File: config.mk
export PLATFORM = sky130hd
export DESIGN_NAME = page_perm_check
export DESIGN_NICKNAME = d
export VERILOG_FILES = /design/src/rtl/page_perm_pkg.sv /design/src/rtl/pp_priv_decode.sv /design/src/rtl/pp_rule_eval.sv /design/src/rtl/pp_fault_encode.sv /design/src/rtl/page_perm_check.sv
export SDC_FILE = /design/constraint.sdc
export NUM_CORES = 1
export LEC_CHECK = 0
export BUFFER_PORTS_ARGS = -buffer_cell sky130_fd_sc_hd__buf_2
export CAP_MARGIN = 20
export CORE_AREA = 2 2 39 41
export DETAILED_ROUTE_END_ITERATION = 6
export DIE_AREA = 0 0 41 43
export PLACE_DENSITY = 0.53
export SLEW_MARGIN = 25
export SYNTH_ARGS = -nofsm -noshare
export SYNTH_HDL_FRONTEND = slang
export SYNTH_SLANG_ARGS = --single-unit
File: constraint.sdc
create_clock -name clk -period 1.12 [get_ports clk]
set_clock_uncertainty 0.15 [all_clocks]
set_input_delay 0 -clock clk [delete_from_list [all_inputs] [get_ports clk]]
set_output_delay 0 -clock clk [all_outputs]
set_load 0.01 [all_outputs]
File: src/rtl/page_perm_pkg.sv
package page_perm_pkg;

    localparam int CPL_W    = 2;
    localparam int ACC_W    = 2;
    localparam int CODE_W   = 4;
    localparam int USER_CPL = 3;

    typedef enum logic [ACC_W-1:0] {
        ACC_READ  = 2'd0,
        ACC_WRITE = 2'd1,
        ACC_FETCH = 2'd2,
        ACC_RSVD  = 2'd3
    } acc_e;

    typedef struct packed {
        logic fetch;
        logic user;
        logic write;
        logic prot;
    } fcode_t;

    typedef struct packed {
        logic   us_viol;
        logic   rw_viol;
        logic   nx_viol;
    } viol_t;

    typedef struct packed {
        logic   rsp_valid;
        logic   allow;
        logic   fault;
        fcode_t code;
    } verdict_t;

endpackage

File: src/rtl/pp_priv_decode.sv
module pp_priv_decode #(
    parameter int CPL_W    = 2,
    parameter int USER_CPL = 3
) (
    input  logic [CPL_W-1:0] cpl,
    output logic             is_user
);
    localparam logic [CPL_W-1:0] USER_LVL = CPL_W'(USER_CPL);

    always_comb begin
        is_user = (cpl >= USER_LVL);
    end
endmodule

File: src/rtl/pp_rule_eval.sv
module pp_rule_eval
    import page_perm_pkg::*;
(
    input  logic             is_user,
    input  logic             pte_user,
    input  logic             pte_writable,
    input  logic             pte_nx,
    input  logic [ACC_W-1:0] acc_type,
    input  logic             wp_en,
    input  logic             nx_en,
    output logic             is_write,
    output logic             is_fetch,
    output viol_t            viol
);
    always_comb begin
        // code 3 falls through to read handling
        is_write = (acc_e'(acc_type) == ACC_WRITE);
        is_fetch = (acc_e'(acc_type) == ACC_FETCH);

        viol.us_viol = is_user && !pte_user;
        viol.rw_viol = is_write && !pte_writable && (is_user || wp_en);
        viol.nx_viol = is_fetch && pte_nx && nx_en;
    end
endmodule

File: src/rtl/pp_fault_encode.sv
module pp_fault_encode
    import page_perm_pkg::*;
(
    input  viol_t  viol,
    input  logic   is_user,
    input  logic   is_write,
    input  logic   is_fetch,
    output logic   fault,
    output fcode_t code
);
    always_comb begin
        fault = viol.us_viol || viol.rw_viol || viol.nx_viol;
        code  = '0;
        if (fault) begin
            code.prot  = 1'b1;
            code.write = is_write;
            code.user  = is_user;
            code.fetch = is_fetch;
        end
    end
endmodule

File: src/rtl/page_perm_check.sv
module page_perm_check
    import page_perm_pkg::*;
(
    input  logic              clk,
    input  logic              rst_n,
    input  logic              req_valid,
    input  logic              pte_user,
    input  logic              pte_writable,
    input  logic              pte_nx,
    input  logic [CPL_W-1:0]  cpl,
    input  logic [ACC_W-1:0]  acc_type,
    input  logic              wp_en,
    input  logic              nx_en,
    output logic              rsp_valid,
    output logic              allow,
    output logic              fault,
    output logic [CODE_W-1:0] fault_code
);
    logic     is_user;
    logic     is_write;
    logic     is_fetch;
    viol_t    viol;
    logic     fault_now;
    fcode_t   code_now;
    verdict_t st_d, st_q;

    pp_priv_decode #(
        .CPL_W    (CPL_W),
        .USER_CPL (USER_CPL)
    ) u_priv (
        .cpl     (cpl),
        .is_user (is_user)
    );

    pp_rule_eval u_rules (
        .is_user      (is_user),
        .pte_user     (pte_user),
        .pte_writable (pte_writable),
        .pte_nx       (pte_nx),
        .acc_type     (acc_type),
        .wp_en        (wp_en),
        .nx_en        (nx_en),
        .is_write     (is_write),
        .is_fetch     (is_fetch),
        .viol         (viol)
    );

    pp_fault_encode u_enc (
        .viol     (viol),
        .is_user  (is_user),
        .is_write (is_write),
        .is_fetch (is_fetch),
        .fault    (fault_now),
        .code     (code_now)
    );

    always_comb begin
        st_d           = st_q;
        st_d.rsp_valid = 1'b0;
        if (req_valid) begin
            st_d.rsp_valid = 1'b1;
            st_d.fault     = fault_now;
            st_d.allow     = !fault_now;
            st_d.code      = code_now;
        end
    end

    always_ff @(posedge clk) begin
        if (!rst_n) begin
            st_q <= '0;
        end else begin
            st_q <= st_d;
        end
    end

    assign rsp_valid  = st_q.rsp_valid;
    assign allow      = st_q.allow;
    assign fault      = st_q.fault;
    assign fault_code = st_q.code;
endmodule

==> flow_summary.yaml, run 1 <==
synthesis:
  syn-mean-instance-area_sq_um: 9.88
  synth.cell_area_sq_um: 287
  count_of_different_cell_masters_after_synthesis: 17
  synth_cells: 29
  syn_nets: 41
  synth-seq-cells: 6
  synth.yosys.seq_area_share_pct: 41.9
  ys.warnings.count: 0
timing:
  setup_repair_after_global_routing_missed_its_margin: "no"
  timing.final.crit_share_pct: 90.6
  fmax_ghz: 0.986
  final_period_demand_of_the_worst_path_ps: 1010
  hold_violations: 2
  hold_ws_ps: -1.98
  slew-limit-headroom_pct: 83.7
  count_of_endpoints_failing_setup_in_the_final_report: 0
  tightestPinTransition_ps: 245
  totalNegativeSetupSlack_ps: 0
  final_number_of_max_transition_violations: 0
finish:
  post_layout_cell_count: 72
  areaGrowthSynthToFinish_pct: 68.1
  filler_cell_count: 146
  sequential_cell_area_sq_um: 120
  drive_gt1_share_pct: 41.1
  num_antenna_cells: 0
  final_core_util_pct: 34.8
  multi_input_comb_area_sq_um: 159
  fin_nets: 70
  fin_area_sq_um: 482
cts:
  h_tree_depth_reported_by_cts: 1
  postCtsSetupBuffers: 0
  clock_buffer_count_from_cts: 3
  clk_latency_ps: 250
  worst_setup_hold_path_clk_slew_ps: 50
  clock_tree_from_tritoncts: "done"
  clockRootBuffer: "clkbuf_4"
  postCtsResizedCells: 0
  ctsLongestPathBuffers: 2
  post_cts_hold_buffer_count: 7
  cts_sinks: 6
routing:
  dr.pass1.iters: 4
  drtAntennaViolNets: 0
  vias: 362
  detail_route.wirelength_um: 802
  post_drt_via_cell_ratio: 5.03
  drt_drc_violations_left: 0
  dr.first_iter.drc_count: 2
  post_drt_wl_per_cell_um: 11.1
outcome:
  outcome: "finished, violations left"
  violations_in_the_final_reports: "hold timing"
die:
  fp-row-count: 14
  start_util_pct: 20.7
  coreArea_sq_mm: 0.00138
  die_width_um: 41
  die-height_um: 43
  overall_die_area_sq_mm: 0.00176
  floorplan.io_pins: 19
power_and_ir_drop:
  clock_power_share_pct: 38.0
  power.switching_fraction_pct: 24.3
  p_comb_share_pct: 19.0
  seqPwrFrac_pct: 43.0
  power.static_leakage_nw: 0.226
  switching_power_w: 0.000129
  peakVddDrop_v: 0.000328
  power_density_mw_per_mm2: 1100
  intPower_w: 0.000402
global_route:
  gr-usage-all-layers_pct: 12.5
  grt_overflow_total: 0
  grt_met1_usage_pct: 12.3
  antenna_found_initial: 0
  grt_peak_use_layer: "met2"
  met3_usage_pct: 4.71
  first_global_vias: 339
  grt_start_max_net_pins: 7
  global_routing_met2_resource_utilization_pct: 16.9
  grt_first_pass_wirelength_mm: 1.37
critical_path:
  endpoint_kind: "flop"
  worst_setup_path_type: "input port to flop"
  critPathArrivalTime_ps: 1060
  critical_path.startpoint_type: "input port"
  worst_setup_path_startpoint: "pte_writable"
  setup.reg_to_reg.worst_slack_ps: 270
  data_required_time_of_the_critical_path_ps: 1160
  worst_r2r_startpoint: "fault_code[3]"
  cp_max_fo: 3
place:
  gpl.final_weighted_congestion: 0.787
  number_of_cells_in_the_design_after_placement: 62
  dpl_cell_area_sq_um: 389
  total_of_buffers_placed_on_input_and_output_ports: 18
hold_path:
  hold_path_class: "input port to flop"
  timing.hold.worst.start: "req_valid"
run:
  maxCapViolations: 0
critical path: stages:
cell,delay (ps)
dlygate4sd3_1,530
buf_2,140
nor3_2,190
o221a_1,200
worst paths after layout:
check	endpoint	cells past startpoint
min	fault_code[3]	3
min reg2reg	fault_code[2]	1
max	fault	4
max reg2reg	fault_code[3]	2
flip-flops by register name (all words and copies together) (netlist names):
signal,count
allow,1
fault,1
fault_code,3
rsp_valid,1
cell type report:
| cell class | count | share of cell area, % |
|---|---|---|
| repair buffers | 25 | 33.2 |
| flip-flops and latches | 6 | 24.9 |
| multi-input cells | 22 | 33.0 |
| well taps | 16 | 4.16 |
| clock buffers | 3 | 4.68 |
cell usage after synthesis:
cell	instances	area, sq um
a21oi_1	2	10.0
a22o_1	2	17.5
and2_4	1	8.76
and2b_1	1	7.51
and3_1	1	6.26
buf_4	1	7.51
dfxtp_1	6	120
nand2b_1	1	6.26
nand3_1	2	10.0
nand3b_1	3	22.5
nand4b_1	1	8.76
nor2b_1	2	12.5
nor3_2	1	10.0
o211ai_1	2	15.0
o21a_1	1	7.51
o21ai_0	1	5.00
o221a_1	1	11.3
stage by stage:
step           setup slack (ps)  total power, W
5_1_grt                    70.3        0.000564
3_3_place_gp                203        0.000312
4_1_cts                    95.4        0.000530
3_5_place_dp                204        0.000313
6_report                    105        0.000531
2_1_floorplan               251        0.000272
power by group through the flow:
stage	combinational (W)	clock, W	sequential [W]
2_1_floorplan	0.0000348	0	0.000238
3_3_place_gp	0.0000798	0	0.000232
3_5_place_dp	0.0000801	0	0.000233
4_1_cts	0.0000992	0.000202	0.000229
5_1_grt	0.000112	0.000223	0.000230
6_report	0.000101	0.000202	0.000228
placed cells by master, fill, tap and decap left out, drive strengths merged:
master / count
a21oi: 2
buf: 18
o21ai: 1
nor3: 1
nor2b: 2
nand4b: 1
dlygate4sd3: 7
nand3b: 3
a22o: 2
nand2b: 1
nand3: 2
and2b: 1
clkbuf: 3
dfxtp: 6
o221a: 1
and3: 1
o21a: 1
o211ai: 2
and2: 1
routing by layer:
layer  up-vias  wire [um]  part of all wire, %
met5         -          0                    0
met2        21        387                   48
met3        12         58                  7.2
met4         0         72                  9.0
met1       164        284                   35
li1        165          -                    -
logic make-up after synthesis:
| group | count (synthesis) | synth area share (%) |
|---|---|---|
| simple gates | 13 | 32.3 |
| compound gates | 9 | 23.1 |
| flops | 6 | 41.9 |
| buf+inv | 1 | 2.62 |
Note: power is estimated with default switching activity, not from simulation.
==> inputs of run 2 (changes only) <==
--- a/config.mk
+++ b/config.mk
@@ -10,7 +10,7 @@
 export CORE_AREA = 2 2 39 41
 export DETAILED_ROUTE_END_ITERATION = 6
 export DIE_AREA = 0 0 41 43
-export PLACE_DENSITY = 0.53
+export PLACE_DENSITY = 0.57
 export SLEW_MARGIN = 25
 export SYNTH_ARGS = -nofsm -noshare
 export SYNTH_HDL_FRONTEND = slang
==> run 2 against run 1 <==
The run now ends clean; die area unchanged; routed wire length fell by 5.6%; clock power down 3%; global-route usage decreased by 2.0 points; combinational power about the same; design area grew 2.1%; via count decreased by 9.4%; critical path type unchanged; largest cell class unchanged.
==> flow_summary.yaml, run 2 (synthesized netlist as in run 1, its figures left out) <==
global_route:
  first_global_vias: 300
  met3_usage_pct: 4.71
  grt_first_pass_wirelength_mm: 1.19
  grt_start_max_net_pins: 6
  grt_overflow_total: 0
  antenna_found_initial: 0
  grt_peak_use_layer: "met2"
  global_routing_met2_resource_utilization_pct: 17.5
  grt_met1_usage_pct: 10.6
  gr-usage-all-layers_pct: 10.5
hold_path:
  whs_path_depth: 4
  min_delay_worst_endpoint: "fault_code[3]"
  hold_path_class: "input port to flop"
  timing.hold.worst.start: "acc_type[1]"
critical_path:
  endpoint_kind: "flop"
  reg2regPathDepth: 2
  timing.critical_path.slowest_cell_delay_ps: 540
  critical_path.cell_chain: "dlygate4sd3_1, buf_2, nor3_2, o221a_1"
  critical_path.startpoint_type: "input port"
  critPathArrivalTime_ps: 1110
  worst_setup_path_type: "input port to flop"
  setup.reg_to_reg.worst_slack_ps: 280
  max_stage_delay_cell_worst_path: "dlygate4sd3_1"
  data_required_time_of_the_critical_path_ps: 1160
  worstPathBufferInverterCount: 2
  worst_r2r_startpoint: "fault_code[3]"
  reg2reg_to: "fault_code[3]"
  worst_path_dominant_cell_family: "buffers and inverters"
  cp_max_fo: 3
timing:
  fmax_ghz: 0.935
  slew-limit-headroom_pct: 85.2
  final_period_demand_of_the_worst_path_ps: 1070
  timing.final.crit_share_pct: 95.4
  setup_repair_after_global_routing_missed_its_margin: "no"
  totalNegativeSetupSlack_ps: 0
  count_of_endpoints_failing_setup_in_the_final_report: 0
  hold_violations: 0
  tightestPinTransition_ps: 222
  final_critical_path_setup_slack_ps: 51.0
  final_number_of_max_transition_violations: 0
  hold_ws_ps: 14.7
place:
  dpl_worst_slack_ps: 192
  gpl.final_weighted_congestion: 0.749
  dpl.hpwl_um: 533
  total_of_buffers_placed_on_input_and_output_ports: 18
  dpl_cell_area_sq_um: 389
routing:
  post_drt_wl_per_cell_um: 10.4
  dr.first_iter.drc_count: 3
  drtAntennaViolNets: 0
  detail_route.wirelength_um: 757
  dr.pass1.iters: 4
  drt_drc_violations_left: 0
  post_drt_via_cell_ratio: 4.49
  vias: 328
power_and_ir_drop:
  peakVddDrop_v: 0.000313
  p_comb_share_pct: 19.5
  clock_power_share_pct: 37.1
  report.power.total_w: 0.000527
  power.switching_fraction_pct: 23.3
  switching_power_w: 0.000123
  power_density_mw_per_mm2: 1070
  seqPwrFrac_pct: 43.3
  power.static_leakage_nw: 0.230
  intPower_w: 0.000404
cts:
  ctsLongestPathBuffers: 2
  worst_setup_hold_path_clk_slew_ps: 50
  clock_buffer_count_from_cts: 3
  postCtsSetupBuffers: 0
  cts_sinks: 6
  h_tree_depth_reported_by_cts: 1
  clk_latency_ps: 240
  clockRootBuffer: "clkbuf_4"
  clock_tree_from_tritoncts: "done"
die:
  floorplan.io_pins: 19
  die-height_um: 43
  overall_die_area_sq_mm: 0.00176
  start_util_pct: 20.7
  die_width_um: 41
  fp-row-count: 14
  coreArea_sq_mm: 0.00138
run:
  maxCapViolations: 0
finish:
  layout.cells.most_common: "buf_2"
  fin_nets: 71
  num_antenna_cells: 0
  multi_input_comb_area_sq_um: 159
  sequential_cell_area_sq_um: 120
  fin_area_sq_um: 492
  layout.cells.most_common_list: "buf_2 (18), dlygate4sd3_1 (8), dfxtp_1 (6)"
  largest_reg_flops: 3
  filler_cell_count: 142
  areaGrowthSynthToFinish_pct: 71.6
  drive_gt1_share_pct: 40.4
outcome:
  outcome: "complete, no violations"
[run 2: cell types whose count changed in the layout (fill, tap and decap cells not counted)]
cell | previous run | this run
dlygate4sd3_1 | 7 | 8
[run 2: metal layers]
| layer | vias up | wire length, um |
|---|---|---|
| li1 | 167 | - |
| met1 | 145 | 308 |
| met2 | 14 | 396 |
| met3 | 2 | 47 |
| met4 | 0 | 4 |
| met5 | - | 0 |
[run 2: worst register-to-register path: stages, from the launching register on]
cell	delay, ps
dfxtp_1	300
nor2b_1	120
o21a_1	170
[run 2: worst max path at each step]
stage,startpoint,end,slack [ps],depth (start not counted)
2_1_floorplan,fault_code[3],fault_code[3],250,2
3_3_place_gp,cpl[1],fault_code[1],200,4
3_5_place_dp,cpl[1],fault_code[1],190,4
4_1_cts,pte_writable,fault,80,4
5_1_grt,cpl[1],fault_code[2],30,4
6_report,pte_writable,fault,50,4
[run 2: layout make-up]
cell class | count | area share, %
sequential | 6 | 24.4
tap | 16 | 4.07
timing repair buffer | 26 | 34.6
clock buffer | 3 | 4.58
multi-input combinational | 22 | 32.3
[run 2: what timing repair did]
item | in CTS | in global routing
hold endpoints to repair | 5 | 0
hold buffers | 8 | 0
resized for setup | 0 | 0
[run 2: stage by stage]
step / std cells / util [%]
2_1_floorplan: 29 / -
3_3_place_gp: 62 / 28.1
3_5_place_dp: 62 / 28.1
4_1_cts: 73 / 35.5
5_1_grt: 73 / 35.5
6_report: 73 / 35.5
[run 2: power groups by stage]
stage,sequential (W),clock [W],combinational (W)
CTS,0.000229,0.000203,0.000102
floorplan,0.000238,0,0.0000348
global route,0.000230,0.000217,0.000113
detailed placement,0.000233,0,0.0000804
finish,0.000228,0.000196,0.000103
global placement,0.000232,0,0.0000793
==> inputs of run 3 (changes only) <==
--- a/config.mk
+++ b/config.mk
@@ -11,6 +11,7 @@
 export DETAILED_ROUTE_END_ITERATION = 6
 export DIE_AREA = 0 0 41 43
 export PLACE_DENSITY = 0.57
+export SETUP_SLACK_MARGIN = 0.4
 export SLEW_MARGIN = 25
 export SYNTH_ARGS = -nofsm -noshare
 export SYNTH_HDL_FRONTEND = slang
==> run 3 against run 2 <==
The flow now finishes with violations (hold timing); power fell by 1.2%; via count shrank 7.9%; clock-buffer cell count stayed put; die area did not move; fmax is 24% higher; combinational power shrank 12%; sequential share of layout area up 3.7 points; global-route usage decreased by 1.2 points; core utilization down 2.4 points; clock power about the same.
==> flow_summary.yaml, run 3 (synthesized netlist as in run 1, its figures left out) <==
critical_path:
  worstPathBufferInverterCount: 1
  worst_r2r_startpoint: "fault_code[3]"
  endpoint_kind: "output pin"
  reg2regPathDepth: 2
  worst_setup_path_type: "flop to output pin"
  critical_path.startpoint_type: "flop"
  cp_max_fo: 3
  data_required_time_of_the_critical_path_ps: 970
  timing.critical_path.slowest_cell_delay_ps: 350
  worst_path_dominant_cell_family: "flip-flops"
  critical_path.cell_chain: "buf_6"
  reg2reg_to: "fault_code[3]"
  setup.reg_to_reg.worst_slack_ps: 270
  max_stage_delay_cell_worst_path: "dfxtp_4"
  critPathArrivalTime_ps: 710
power_and_ir_drop:
  power.switching_fraction_pct: 23.5
  seqPwrFrac_pct: 44.5
  power_density_mw_per_mm2: 1140
  intPower_w: 0.000398
  clock_power_share_pct: 38.1
  p_comb_share_pct: 17.4
  power.static_leakage_nw: 0.203
  peakVddDrop_v: 0.000671
  switching_power_w: 0.000123
global_route:
  gr-usage-all-layers_pct: 9.26
  grt_overflow_total: 0
  grt_first_pass_wirelength_mm: 1.05
  grt_start_max_net_pins: 8
  antenna_found_initial: 0
  first_global_vias: 250
outcome:
  outcome: "finished, violations left"
  violations_in_the_final_reports: "hold timing"
cts:
  ctsLongestPathBuffers: 2
  h_tree_depth_reported_by_cts: 1
  postCtsSetupBuffers: 0
  clk_latency_ps: 250
  cts_sinks: 6
  worst_setup_hold_path_clk_slew_ps: 50
  clockRootBuffer: "clkbuf_4"
  clock_tree_from_tritoncts: "done"
  clock_buffer_count_from_cts: 3
finish:
  layout.cells.most_common: "buf_2"
  areaGrowthSynthToFinish_pct: 59.8
  drive_gt1_share_pct: 57.1
  layout.cells.most_common_list: "buf_2 (12), buf_6 (6), dfxtp_2 (4)"
  largest_reg_flops: 3
  num_antenna_cells: 0
  filler_cell_count: 152
  fin_nets: 63
timing:
  slew-limit-headroom_pct: 85.0
  final_critical_path_setup_slack_ps: 260
  tightestPinTransition_ps: 224
  fmax_ghz: 1.16
  count_of_endpoints_failing_setup_in_the_final_report: 0
  hold_ws_ps: -131
  totalNegativeSetupSlack_ps: 0
  final_period_demand_of_the_worst_path_ps: 860
  final_number_of_max_transition_violations: 0
  timing.final.crit_share_pct: 76.8
  hold_violations: 5
  setup_repair_after_global_routing_missed_its_margin: "yes"
place:
  gpl.final_weighted_congestion: 0.709
  total_of_buffers_placed_on_input_and_output_ports: 18
  dpl.hpwl_um: 509
  dpl_worst_slack_ps: 198
die:
  overall_die_area_sq_mm: 0.00176
  start_util_pct: 20.7
  coreArea_sq_mm: 0.00138
  fp-row-count: 14
  floorplan.io_pins: 19
  die-height_um: 43
  die_width_um: 41
run:
  maxCapViolations: 0
routing:
  vias: 302
  post_drt_wl_per_cell_um: 9.82
  dr.first_iter.drc_count: 3
  post_drt_via_cell_ratio: 4.65
  dr.pass1.iters: 3
  drt_drc_violations_left: 0
  drtAntennaViolNets: 0
  detail_route.wirelength_um: 638
hold_path:
  hold_path_class: "input port to flop"
  min_delay_worst_endpoint: "fault_code[3]"
  timing.hold.worst.start: "rst_n"
  whs_path_depth: 2
==> run 3: per-stage QoR <==
stage               area [sq um]  util [%]  power [W]  std cells
finish                       458      33.1   0.000521         65
floorplan                    293         -   0.000274         29
detailed placement           395      28.6   0.000314         62
global placement             395      28.6   0.000314         62
global route                 458      33.1   0.000555         65
CTS                          443      32.0   0.000528         65
==> run 3: worst max path at each step <==
stage | startpoint | end | slack (ps) | depth (start not counted)
floorplan | fault_code[3] | fault_code[3] | 270 | 2
CTS | fault | fault | 250 | 1
detailed placement | acc_type[0] | fault_code[3] | 200 | 4
global placement | rst_n | fault_code[2] | 190 | 4
global route | fault | fault | 230 | 1
finish | fault | fault_code[0] | 260 | 1
==> run 3: power groups by stage <==
| stage | combinational, W | clock, W | sequential, W |
|---|---|---|---|
| floorplan | 0.0000348 | 0 | 0.000239 |
| global placement | 0.0000795 | 0 | 0.000234 |
| detailed placement | 0.0000799 | 0 | 0.000234 |
| CTS | 0.0000863 | 0.000210 | 0.000232 |
| global route | 0.0000998 | 0.000222 | 0.000233 |
| finish | 0.0000905 | 0.000198 | 0.000232 |
==> run 3: metal layers <==
layer	GRT usage, %	vias to the layer above	part of all wire (%)
met5	0	-	0
met4	4.00	0	2.0
met3	6.28	2	11
met2	11.9	13	44
met1	11.7	132	43
li1	-	155	-
==> run 3: what timing repair did <==
item,CTS,global route
pin swaps,1,1
endpoints found under the hold margin,5,5
resized for setup,5,3
endpoints found under the setup margin,12,12
gates cloned,0,0
==> run 3: cell type report <==
class	instances	area (sq um)	area share [%]
multi-input combinational	22	159	34.7
sequential	6	129	28.1
timing repair buffer	18	128	27.9
clock buffer	3	22.5	4.92
tap	16	20.0	4.37
